--- config.mk ---
export PLATFORM = sky130hd
export DESIGN_NAME = irq_entry_seq
export DESIGN_NICKNAME = d
export VERILOG_FILES = /design/src/rtl/irq_entry_pkg.sv /design/src/rtl/irq_evt_arbiter.sv /design/src/rtl/irq_status_regs.sv /design/src/rtl/irq_trap_regs.sv /design/src/rtl/irq_redirect_ack.sv /design/src/rtl/irq_entry_seq.sv
export SDC_FILE = /design/constraint.sdc
export NUM_CORES = 1
export LEC_CHECK = 0
export CORE_MARGIN = 2
export CORE_UTILIZATION = 25
export DETAILED_ROUTE_END_ITERATION = 8
export DONT_BUFFER_PORTS = 1
export PLACE_DENSITY = 0.46
export SLEW_MARGIN = 10
export SYNTH_ARGS = -nofsm -noshare
export SYNTH_HDL_FRONTEND = slang
export SYNTH_SLANG_ARGS = --single-unit
export TNS_END_PERCENT = 1
--- constraint.sdc ---
create_clock -name clk -period 5.33 [get_ports clk]
set_clock_uncertainty 0.05 [all_clocks]
set_input_delay 0.533 -clock clk [delete_from_list [all_inputs] [get_ports clk]]
set_output_delay 0.533 -clock clk [all_outputs]
set_load 0.01 [all_outputs]
--- src/rtl/irq_entry_pkg.sv ---
package irq_entry_pkg;

    typedef enum logic [1:0] {
        ACK_IDLE     = 2'b00,
        ACK_ENTER    = 2'b01,
        ACK_RETURN   = 2'b10,
        ACK_REENABLE = 2'b11
    } ack_code_e;

    typedef enum logic [1:0] {
        EV_NONE,
        EV_TAKE,
        EV_MRET,
        EV_CSR
    } trap_event_e;

    typedef struct packed {
        trap_event_e ev;
        logic        reenable;
        logic        new_mie;
    } evt_t;

    localparam logic [1:0] PRIV_MACHINE    = 2'b11;
    localparam logic [4:0] CAUSE_CODE_MEXT = 5'd11;

    function automatic ack_code_e ack_for_event(evt_t e);
        ack_code_e code;
        case (e.ev)
            EV_TAKE: code = ACK_ENTER;
            EV_MRET: code = ACK_RETURN;
            EV_CSR:  code = e.reenable ? ACK_REENABLE : ACK_IDLE;
            default: code = ACK_IDLE;
        endcase
        return code;
    endfunction

endpackage

--- src/rtl/irq_evt_arbiter.sv ---
module irq_evt_arbiter
    import irq_entry_pkg::*;
(
    input  logic irq_req,
    input  logic mie,
    input  logic mret_fire,
    input  logic csr_write_mie,
    input  logic csr_mie_value,
    output evt_t evt
);
    always_comb begin
        evt.ev       = EV_NONE;
        evt.reenable = 1'b0;
        evt.new_mie  = csr_mie_value;
        if (irq_req && mie) begin
            evt.ev = EV_TAKE;
        end else if (mret_fire) begin
            evt.ev = EV_MRET;
        end else if (csr_write_mie) begin
            evt.ev       = EV_CSR;
            evt.reenable = !mie && csr_mie_value;
        end
    end
endmodule

--- src/rtl/irq_status_regs.sv ---
module irq_status_regs
    import irq_entry_pkg::*;
#(
    parameter bit HAS_MMU = 1'b0
) (
    input  logic       clk,
    input  logic       rst,
    input  evt_t       evt,
    input  logic [1:0] priv_in,
    output logic       mie,
    output logic       mpie,
    output logic [1:0] mpp
);
    logic [1:0] mpp_src;

    assign mpp_src = HAS_MMU ? priv_in : PRIV_MACHINE;

    always_ff @(posedge clk) begin
        if (rst) begin
            mie  <= 1'b0;
            mpie <= 1'b0;
            mpp  <= PRIV_MACHINE;
        end else begin
            case (evt.ev)
                EV_TAKE: begin
                    mpie <= mie;
                    mie  <= 1'b0;
                    mpp  <= mpp_src;
                end
                EV_MRET: begin
                    mie  <= mpie;
                    mpie <= 1'b1;
                end
                EV_CSR: begin
                    mie <= evt.new_mie;
                end
                default: ;
            endcase
        end
    end
endmodule

--- src/rtl/irq_trap_regs.sv ---
module irq_trap_regs
    import irq_entry_pkg::*;
#(
    parameter int XLEN     = 32,
    parameter bit VECTORED = 1'b1
) (
    input  logic            clk,
    input  logic            rst,
    input  evt_t            evt,
    input  logic [XLEN-1:0] pc_in,
    output logic [XLEN-1:0] mepc,
    output logic [XLEN-1:0] mcause,
    output logic [XLEN-1:0] mtval,
    output logic            resv_clear
);
    localparam int PAD = XLEN - 1 - $bits(CAUSE_CODE_MEXT);
    localparam logic [XLEN-1:0] CAUSE_EXT = {1'b1, {PAD{1'b0}}, CAUSE_CODE_MEXT};

    always_ff @(posedge clk) begin
        if (rst) begin
            mepc       <= '0;
            mcause     <= '0;
            mtval      <= '0;
            resv_clear <= 1'b0;
        end else begin
            resv_clear <= (evt.ev == EV_TAKE);
            if (evt.ev == EV_TAKE) begin
                mepc  <= pc_in;
                mtval <= '0;
                if (!VECTORED) begin
                    mcause <= CAUSE_EXT;
                end
            end
        end
    end
endmodule

--- src/rtl/irq_redirect_ack.sv ---
module irq_redirect_ack
    import irq_entry_pkg::*;
#(
    parameter int XLEN     = 32,
    parameter bit VECTORED = 1'b1
) (
    input  logic            clk,
    input  logic            rst,
    input  evt_t            evt,
    input  logic [XLEN-1:0] irq_handler_addr,
    input  logic [XLEN-1:0] mtvec_in,
    input  logic [XLEN-1:0] mepc,
    output logic            redirect_valid,
    output logic [XLEN-1:0] redirect_pc,
    output logic [1:0]      irq_ack
);
    logic [XLEN-1:0] entry_target;

    assign entry_target = VECTORED ? irq_handler_addr : mtvec_in;

    always_ff @(posedge clk) begin
        if (rst) begin
            redirect_valid <= 1'b0;
            redirect_pc    <= '0;
            irq_ack        <= ACK_IDLE;
        end else begin
            irq_ack        <= ack_for_event(evt);
            redirect_valid <= (evt.ev == EV_TAKE) || (evt.ev == EV_MRET);
            if (evt.ev == EV_TAKE) begin
                redirect_pc <= entry_target;
            end else if (evt.ev == EV_MRET) begin
                redirect_pc <= mepc;
            end
        end
    end
endmodule

--- src/rtl/irq_entry_seq.sv ---
module irq_entry_seq
    import irq_entry_pkg::*;
#(
    parameter int XLEN     = 32,
    parameter bit VECTORED = 1'b1,
    parameter bit HAS_MMU  = 1'b0
) (
    input  logic            clk,
    input  logic            rst,
    input  logic            irq_req,
    input  logic [XLEN-1:0] irq_handler_addr,
    input  logic [XLEN-1:0] pc_in,
    input  logic [1:0]      priv_in,
    input  logic [XLEN-1:0] mtvec_in,
    input  logic            mret_fire,
    input  logic            csr_write_mie,
    input  logic            csr_mie_value,
    output logic            redirect_valid,
    output logic [XLEN-1:0] redirect_pc,
    output logic [1:0]      irq_ack,
    output logic            mie_o,
    output logic            mpie_o,
    output logic [1:0]      mpp_o,
    output logic [XLEN-1:0] mepc_o,
    output logic [XLEN-1:0] mcause_o,
    output logic [XLEN-1:0] mtval_o,
    output logic            resv_clear
);
    evt_t evt;

    irq_evt_arbiter u_arb (
        .irq_req       (irq_req),
        .mie           (mie_o),
        .mret_fire     (mret_fire),
        .csr_write_mie (csr_write_mie),
        .csr_mie_value (csr_mie_value),
        .evt           (evt)
    );

    irq_status_regs #(.HAS_MMU(HAS_MMU)) u_status (
        .clk     (clk),
        .rst     (rst),
        .evt     (evt),
        .priv_in (priv_in),
        .mie     (mie_o),
        .mpie    (mpie_o),
        .mpp     (mpp_o)
    );

    irq_trap_regs #(.XLEN(XLEN), .VECTORED(VECTORED)) u_trap (
        .clk        (clk),
        .rst        (rst),
        .evt        (evt),
        .pc_in      (pc_in),
        .mepc       (mepc_o),
        .mcause     (mcause_o),
        .mtval      (mtval_o),
        .resv_clear (resv_clear)
    );

    irq_redirect_ack #(.XLEN(XLEN), .VECTORED(VECTORED)) u_redir (
        .clk              (clk),
        .rst              (rst),
        .evt              (evt),
        .irq_handler_addr (irq_handler_addr),
        .mtvec_in         (mtvec_in),
        .mepc             (mepc_o),
        .redirect_valid   (redirect_valid),
        .redirect_pc      (redirect_pc),
        .irq_ack          (irq_ack)
    );
endmodule

Yosys cells after proc, flatten, opt, wreduce, memory -nomap -nowiden

Cells that the tools add are included.
W data, S select, Z words.

Register bits after elaboration: 70
Latch bits: 0
Memory bits (writable): 0
Bits in read-only memories: 0
Input bits: 104
Output and inout bits: 136
Word-level logic and storage cells: 27
Memories: 0

Add/subtract/negate cells: 0
$mul: 0
Div/mod/pow operators: 0
Order comparisons: 0
Equality and inequality tests: 3
Shift operators: 0
Multiplexer cells: 11
Bitwise gates (word level): 0
Reduce and logical (&&, ||, !) cells: 6

Operators by type and width:

| kind                 | count |
|---|---|
| $mux W32             | 2 |
| $mux W2              | 3 |
| $pmux W2 S3          | 1 |
| $eq A2 B2 Y1 const B | 2 |
| $mux W3              | 1 |
| $pmux W1 S3          | 1 |
| $reduce_bool A3 Y1   | 1 |
| $eq A2 B1 Y1 const B | 1 |
| $logic_and A1 B1 Y1  | 2 |
| $mux W1              | 2 |
| $pmux W1 S2          | 1 |
| $reduce_bool A2 Y1   | 1 |
| $logic_not A1 Y1     | 1 |
| $logic_or A1 B1 Y1   | 1 |

Longest topological paths before layout

Gate-level depths: netlist (run 1).

Depth in word-level cells: 8
Depth in mapped cells: 8
Gate-level depth less buffers: 6

Modules after synthesis

From an unflattened synthesis (run 1), not the netlist that was laid out.

Cell total of the unflattened synthesis: 390
Area total of the unflattened synthesis: 3965.1 µm²

By module, submodules not included:

| module           | times used | cells each | area an instance (µm²) | sequential area each (µm²) |
|---|---|---|---|---|
| irq_trap_regs    | 1          | 212        | 1974.4                 | 660.6 |
| irq_redirect_ack | 1          | 156        | 1798.0                 | 700.7 |
| irq_status_regs  | 1          | 16         | 150.1                  | 40.0 |
| irq_evt_arbiter  | 1          | 6          | 42.5                   | 0.0 |

Worst setup path before layout (run 1)

Ideal clock, no wire load.

Path kind: input to register
Start: input irq_req
End: register u_redir.redirect_pc[14]
Setup time: 0.086 ns
Arrival time: 1.811 ns
Required time: 5.194 ns
Slack: 3.384 ns
Cell stages on the path: 8
Buffers on the path: 2
Cell sequence: nand2_1 a21boi_0 inv_1 ha_1 buf_6 buf_6 mux2i_1 a211oi_1

Word-level cells in the longest chain between the ends: 4
Elaborated cells between the ends (all ways): 6
Those cells by class: 2 x eq/ne; 2 x mux; 2 x reduce/logical

RTL lines:

| item                                           | line                                           | RTL |
|---|---|---|
| start, declared                                | irq_entry_seq.sv:10                            | `input logic irq_req,` |
| $logic_and A1 B1 Y1 *                          | irq_evt_arbiter.sv:15                          | `if (irq_req && mie) begin` |
| $mux W2 *                                      | irq_evt_arbiter.sv:15                          |  |
| $eq A2 B1 Y1 or $eq A2 B2 Y1 (tied branches)   | irq_redirect_ack.sv:29, irq_redirect_ack.sv:31 |  |
| $mux W32 or $reduce_bool A2 Y1 (tied branches) | -                                              |  |
| end signal, assigned                           | irq_redirect_ack.sv:30                         | `redirect_pc <= entry_target;` |
| end signal, assigned                           | irq_redirect_ack.sv:32                         | `redirect_pc <= mepc;` |
| end, declared                                  | irq_redirect_ack.sv:14                         | `output logic [XLEN-1:0] redirect_pc,` |

Mark *: on every way between the ends. The rest lies on a longest branch, timed or not.
A chain may end at the register's enable or synchronous reset.

Worst setup path after layout (run 1)

Start: register u_status.mie
End: register u_redir.redirect_pc[2]

Word-level cells in the longest chain between the ends: 4
Elaborated cells between the ends (all ways): 6
Those cells by class: 2 x eq/ne; 2 x mux; 2 x reduce/logical

RTL lines:

| item                                           | line                                           | RTL |
|---|---|---|
| start, declared                                | irq_status_regs.sv:10                          | `output logic mie,` |
| start signal, assigned                         | irq_status_regs.sv:31                          | `mie <= mpie;` |
| start signal, assigned                         | irq_status_regs.sv:35                          | `mie <= evt.new_mie;` |
| $logic_and A1 B1 Y1 *                          | irq_evt_arbiter.sv:15                          |  |
| $mux W2 *                                      | irq_evt_arbiter.sv:15                          |  |
| $eq A2 B1 Y1 or $eq A2 B2 Y1 (tied branches)   | irq_redirect_ack.sv:29, irq_redirect_ack.sv:31 |  |
| $mux W32 or $reduce_bool A2 Y1 (tied branches) | -                                              |  |

Marked as above.

==> flow_summary.toml, run 1 <==
[worst_setup_path]
critPathLaunchType = "flip-flop"
timing.rr.start = "u_status.mie"
critPathRequiredTime_ns = 5.46
critical_path.reg2reg.endpoint = "u_redir.redirect_pc[2]"
worst-r2r-cell-count = 6
critical_path_arrival_ns = 2.65
ff2ff_setup_slack_ns = 2.81
critical_path_capture_point_type = "flip-flop"
crit_path_max_fanout = 65
crit_type = "flip-flop to flip-flop"

[global_routing]
wire_length_of_the_first_global_routing_pass_mm = 10.45
met3_usage_pct = 6.902
grt_max_degree = 71
antenna_violations_before_repair = 0
grtUsageMet1_pct = 11.40
gr-total-overflow = 0
grt_pass1_vias = 1879
grt_usage_pct = 9.809
met2_global_route_usage_pct = 13.90
grt.busiest_layer = "met2"

[clock_network]
cts_tree = "done"
post_cts_resize_count = 0
tritoncts.num_buffers = 9
cts_post_setup_buffers_inserted = 0
postCtsHoldBufs = 0
clkTransAtPathRegs_ns = 0.06
clkLatencyLatePin_ns = 0.33
cts_max_level = 3
cts_buffer_depth = 2
cts_num_sinks = 70
clock_root_buffer = "sky130_fd_sc_hd__clkbuf_16"

[timing]
max_freq_mhz = 396.4
total_count_of_hold_check_failures_in_the_final_report = 0
finalSetupTns_ns = 0
min_period_ns = 2.522
timing_worst_slew_pin_value_ns = 1.156
slew_viol_final = 0
timing.final.setup_violations = 0
slew_headroom_pct = 22.94
rsz0062_at_grt = "false"
fin_crit_sh_pct = 47.32

[logic_synthesis]
synth-seq-cells = 70
synth.top_cell.area_share_pct = 42.57
yosys.cell_types.count = 20
synth_cells = 343
post-synth-top-area-cell = "sky130_fd_sc_hd__dfxtp_1"
mappedNetlistArea_sq_um = 3292
avgSynthCellArea_sq_um = 9.597
yosysWarningCount = 0
post_synth_main_area_contributors = "sky130_fd_sc_hd__dfxtp_1 (43%), sky130_fd_sc_hd__mux2i_1 (19%), sky130_fd_sc_hd__buf_4 (16%)"
seq_area_frac_synth_pct = 42.57

[routing]
route.detailed.drc = 0
viasPerCell = 4.079
drt_pre_antenna_iters = 4
antenna_left = 0
vias = 2072
routedWlPerCell_um = 13.45
routed_wirelength_mm = 6.831
drt_iter0_drc = 45

[hold_path]
min_from = "rst"
hold_path_class = "input pin to flip-flop"
min_delay_path_depth = 1
sink_of_the_worst_hold_path = "u_redir.irq_ack[0]"

[die]
core-area_sq_um = 12720
num_rows = 41
die_area_sq_um = 14100
initial_util_pct = 25.88
width_of_the_chip_um = 118.8
i_o_pin_count = 240
floorplan.die.height_um = 118.8

[final_layout]
fill_cells = 1374
layout.area.seq_sq_um = 1401
insertedDiodeCount = 0
area_delta_synth_final_pct = 4.941
stdcell_area_sq_um = 3455
finalNetCount = 438
drive_gt1_share_pct = 5.357
multi_input_area_sq_um = 1514

[pwr]
power_leakage_uw = 0.001269
p_total_uw = 1396
power_density_nw_per_um2 = 404.0
ir_drop_v = 0.0001976

[run_status]
run_status = "finished, final reports clean"

[place]
detailed_place.area_sq_um = 3153
total_of_buffers_placed_on_input_and_output_ports = 0
gp_congestion = 0.6581
dp_hpwl_mm = 4.595

[job]
drv_cap = 0
[synth_stat cells]
library cell and instances:
sky130_fd_sc_hd__nor2b_1 2, sky130_fd_sc_hd__nor2_1 67, sky130_fd_sc_hd__nand4_1 2, sky130_fd_sc_hd__a21boi_0 1, sky130_fd_sc_hd__buf_2 1, sky130_fd_sc_hd__conb_1 2, sky130_fd_sc_hd__mux2i_1 64, sky130_fd_sc_hd__nand2_1 1
sky130_fd_sc_hd__a211oi_1 33, sky130_fd_sc_hd__clkbuf_1 11, sky130_fd_sc_hd__a21oi_1 3, sky130_fd_sc_hd__dfxtp_1 70, sky130_fd_sc_hd__o22a_1 1, sky130_fd_sc_hd__buf_4 70, sky130_fd_sc_hd__o21ai_0 1, sky130_fd_sc_hd__buf_6 3
sky130_fd_sc_hd__inv_1 4, sky130_fd_sc_hd__buf_1 3, sky130_fd_sc_hd__a221oi_1 1, sky130_fd_sc_hd__ha_1 3
[sequential cells by signal, indices dropped and copies added, names as in the netlist]
name and flops:
u_redir.irq_ack 2, u_redir.redirect_pc 32, u_redir.redirect_valid 1, u_status.mie 1, u_status.mpie 1, u_trap.mepc 32
u_trap.resv_clear 1
[routing by layer]
metal  up-vias  part of all wire [%]
met5         -                     0
met3         6                    12
li1       1005                     -
met4         0                   1.3
met2       134                    44
met1       927                    42
[kinds of logic (layout without fill, tap and decap cells)]
group	Yosys count	after routing	share of synthesized area [%]
buffers and inverters	92	21	19.19
AND/OR/NAND/NOR	72	72	8.514
flip-flops	70	70	42.57
multiplexers	64	64	19.46
AO/OA/AOI/OAI	40	40	8.894
adder cells (fa/ha/maj)	3	3	1.140
other	2	66	0.2281
[worst max-delay path by stage]
stage / slack (ns) / cells past startpoint / from / endpoint
2_1_floorplan: 3.38 / 8 / irq_req / u_redir.redirect_pc[14]
3_3_place_gp: 2.66 / 4 / csr_write_mie / u_redir.redirect_pc[2]
3_5_place_dp: 2.63 / 4 / csr_write_mie / u_redir.redirect_pc[2]
4_1_cts: 2.72 / 6 / u_status.mie / u_redir.redirect_pc[2]
5_1_grt: 2.58 / 6 / u_status.mie / u_redir.redirect_pc[2]
6_report: 2.81 / 6 / u_status.mie / u_redir.redirect_pc[2]
[where the power goes]
group	internal (uW)	switching (uW)	total [uW]
Sequential	573	60.6	633
Combinational	61.9	100	162
Clock	375	226	601
[cells in the final DEF (no fill, tap or decap)]
cell type / instances
sky130_fd_sc_hd__buf_4: 1
sky130_fd_sc_hd__clkinv_2: 1
sky130_fd_sc_hd__o21ai_0: 1
sky130_fd_sc_hd__ha_2: 1
sky130_fd_sc_hd__ha_1: 1
sky130_fd_sc_hd__a21oi_1: 3
sky130_fd_sc_hd__o22a_1: 1
sky130_fd_sc_hd__mux2i_1: 64
sky130_fd_sc_hd__nor2b_1: 2
sky130_fd_sc_hd__a21boi_0: 1
sky130_fd_sc_hd__clkbuf_16: 9
sky130_fd_sc_hd__a211oi_1: 33
sky130_fd_sc_hd__clkbuf_1: 1
sky130_fd_sc_hd__bufinv_16: 1
sky130_fd_sc_hd__ha_4: 1
sky130_fd_sc_hd__a221oi_1: 1
sky130_fd_sc_hd__dfxtp_1: 70
sky130_fd_sc_hd__clkbuf_8: 1
sky130_fd_sc_hd__nand2_1: 1
sky130_fd_sc_hd__nand4_1: 2
sky130_fd_sc_hd__clkinvlp_4: 2
sky130_fd_sc_hd__inv_1: 4
sky130_fd_sc_hd__clkinv_4: 1
sky130_fd_sc_hd__nor2_1: 67
sky130_fd_sc_hd__conb_1: 66
[metrics by stage]
stage	hold WS [ns]	instances	worst slack (ns)	utilization, %
floorplan	0.4547	407	3.384	-
global placement	0.4664	492	2.662	24.78
detailed placement	0.4686	492	2.632	24.78
CTS	0.1891	508	2.724	27.15
global route	0.1866	508	2.579	27.15
finish	0.2159	508	2.808	27.15
[worst max-delay path, cell delays in order (launching register included)]
cell and delay, ns:
sky130_fd_sc_hd__dfxtp_1 0.46, sky130_fd_sc_hd__nand2_1 0.15, sky130_fd_sc_hd__a21boi_0 0.19, sky130_fd_sc_hd__inv_1 0.13
sky130_fd_sc_hd__ha_4 0.92, sky130_fd_sc_hd__mux2i_1 0.36, sky130_fd_sc_hd__a211oi_1 0.11
[cell type report]
cell class / instances / share of cell area (%)
Clock buffer: 11 / 7.026
Clock inverter: 5 / 1.702
Inverter: 4 / 0.4346
Multi-Input combinational cell: 245 / 43.82
Timing Repair Buffer: 1 / 0.2173
Sequential cell: 70 / 40.56
Tap cell: 172 / 6.230
No activity file was read; power rests on OpenSTA's default activity.
==> run 2: changes to the inputs <==
clock period = 2.5 ns   (was 5.33 ns; I/O delays follow)
==> flow_summary.toml, run 2 (synthesis results as in run 1) <==
[global_routing]
gr-total-overflow = 0
grt_max_degree = 71
grt_pass1_vias = 1965
antenna_violations_before_repair = 0
wire_length_of_the_first_global_routing_pass_mm = 10.81
grt_usage_pct = 10.01

[pwr]
seqPwrFrac_pct = 42.8
power_leakage_uw = 0.001343
ir_drop_v = 0.0003163
pwr-share-clk_pct = 44.6
switching_power_uw = 844.6
p_int_uw = 2303
power_density_nw_per_um2 = 874.4
p_total_uw = 3147
power.switching_fraction_pct = 26.84
combPwrFrac_pct = 12.6

[clock_network]
cts_max_level = 3
cts_post_setup_buffers_inserted = 0
cts_buffer_depth = 2
clkLatencyLatePin_ns = 0.33
cts_num_sinks = 70
tritoncts.num_buffers = 9
cts_tree = "done"
clkTransAtPathRegs_ns = 0.06
clock_root_buffer = "sky130_fd_sc_hd__clkbuf_16"

[timing]
min_period_ns = 2.056
timing_worst_slew_pin_value_ns = 0.5149
timing.final.setup_violations = 0
total_count_of_hold_check_failures_in_the_final_report = 0
slew_headroom_pct = 65.31
rsz0062_at_grt = "false"
max_freq_mhz = 486.3
slew_viol_final = 0
fin_crit_sh_pct = 82.25
finalSetupTns_ns = 0
fin_worst_hold_slack_ns = 0.01800

[worst_setup_path]
worst_path_max_delay_cell = "sky130_fd_sc_hd__ha_2"
timing.rr.start = "u_status.mie"
critPathLaunchType = "flip-flop"
critPathRequiredTime_ns = 2.69
timing.critical_path.cells = "nand2_1 > a21boi_0 > ha_2 > buf_12 > nor2_1 > a211oi_1"
critical_path.reg2reg.endpoint = "u_redir.redirect_pc[12]"
worst-r2r-cell-count = 6
critical_path_capture_point_type = "flip-flop"
ff2ff_setup_slack_ns = 0.44
crit_path_max_fanout = 36
timing.critical_path.slowest_cell_delay_ns = 0.56
crit_type = "flip-flop to flip-flop"
critical_path_arrival_ns = 2.25

[die]
initial_util_pct = 25.88
i_o_pin_count = 240
floorplan.die.height_um = 118.8
num_rows = 41
core-area_sq_um = 12720
width_of_the_chip_um = 118.8
die_area_sq_um = 14100

[hold_path]
hold_path_class = "input pin to flip-flop"
min_from = "pc_in[30]"
min_delay_path_depth = 2
sink_of_the_worst_hold_path = "u_trap.mepc[30]"

[final_layout]
commonest_non_fill_non_tap_cells_in_the_layout = "sky130_fd_sc_hd__dfxtp_1 (70), sky130_fd_sc_hd__nor2_1 (67), sky130_fd_sc_hd__conb_1 (66), sky130_fd_sc_hd__mux2i_1 (64), sky130_fd_sc_hd__a211oi_1 (33)"
fill_cells = 1375
mostFrequentLayoutCell = "sky130_fd_sc_hd__dfxtp_1"
post-route-util_pct = 28.29
drive_gt1_share_pct = 6.977
insertedDiodeCount = 0
reg_top3 = "u_redir.redirect_pc x32, u_trap.mepc x32, u_redir.irq_ack x2"
finalNetCount = 446
area_delta_synth_final_pct = 9.350

[job]
drv_cap = 0

[routing]
viasPerCell = 4.081
drt_pre_antenna_iters = 4
routed_wirelength_mm = 7.111
antenna_left = 0
routedWlPerCell_um = 13.78
drt_iter0_drc = 29
route.detailed.drc = 0
vias = 2106

[place]
dp_hpwl_mm = 4.972
total_of_buffers_placed_on_input_and_output_ports = 0
gp_congestion = 0.6923

[run_status]
run_status = "finished, final reports clean"
==> run 2: worst max-delay path: cells and delay by family (launching register included) <==
family	cells	cell delay, ns
flip-flops	1	0.31
AO/OA/AOI/OAI	2	0.61
AND/OR/NAND/NOR	2	0.17
adder cells (fa/ha/maj)	1	0.56
buffers and inverters	1	0.26
==> run 2: worst max path at each step <==
| stage | startpoint | to | slack (ns) |
|---|---|---|---|
| final | u_status.mie | u_redir.redirect_pc[12] | 0.44 |
| after global routing | u_status.mie | u_redir.redirect_pc[7] | 0.19 |
| after CTS | u_status.mie | u_redir.redirect_pc[7] | 0.35 |
| after detailed placement | u_status.mie | u_redir.redirect_pc[7] | 0.39 |
| after global placement | csr_write_mie | u_redir.redirect_pc[26] | 0.43 |
| after floorplan | u_status.mie | u_redir.redirect_pc[14] | 0.72 |
==> run 2: power groups by stage <==
stage | clock, uW | combinational, uW | sequential [uW]
after detailed placement | 0 | 377 | 1370
after global placement | 0 | 369 | 1370
after global routing | 1520 | 448 | 1360
after floorplan | 0 | 398 | 1350
final | 1400 | 397 | 1350
after CTS | 1460 | 405 | 1350
==> run 2: area by class of cell <==
class	instances	area, sq um	share of cell area (%)
clock buffer	11	252.7	7.021
clock inverter	5	81.33	2.259
inverter	4	15.01	0.4171
multi-input combinational	245	1514	42.06
sequential	70	1401	38.93
tap	172	215.2	5.978
timing repair buffer	9	120.1	3.337
==> run 2: metal layers <==
| layer | routed length, um | global-route usage (%) | vias up |
|---|---|---|---|
| met3 | 689 | 4.440 | 8 |
| li1 | - | - | 1027 |
| met4 | 125 | 5.804 | 0 |
| met5 | 0 | 0 | - |
| met1 | 3095 | 11.98 | 933 |
| met2 | 3201 | 14.76 | 138 |
==> run 2: repair_timing <==
action	CTS	global route
hold buffers	4	0
endpoints found under the hold margin	70	0
resized for setup	0	0
==> run 2: metrics by stage <==
stage,std cells,setup slack (ns),area [sq um]
after floorplan,407,0.7176,3532
after global placement,496,0.4308,3208
after detailed placement,496,0.3885,3208
after CTS,516,0.3550,3600
after global routing,516,0.1900,3600
final,516,0.4436,3600
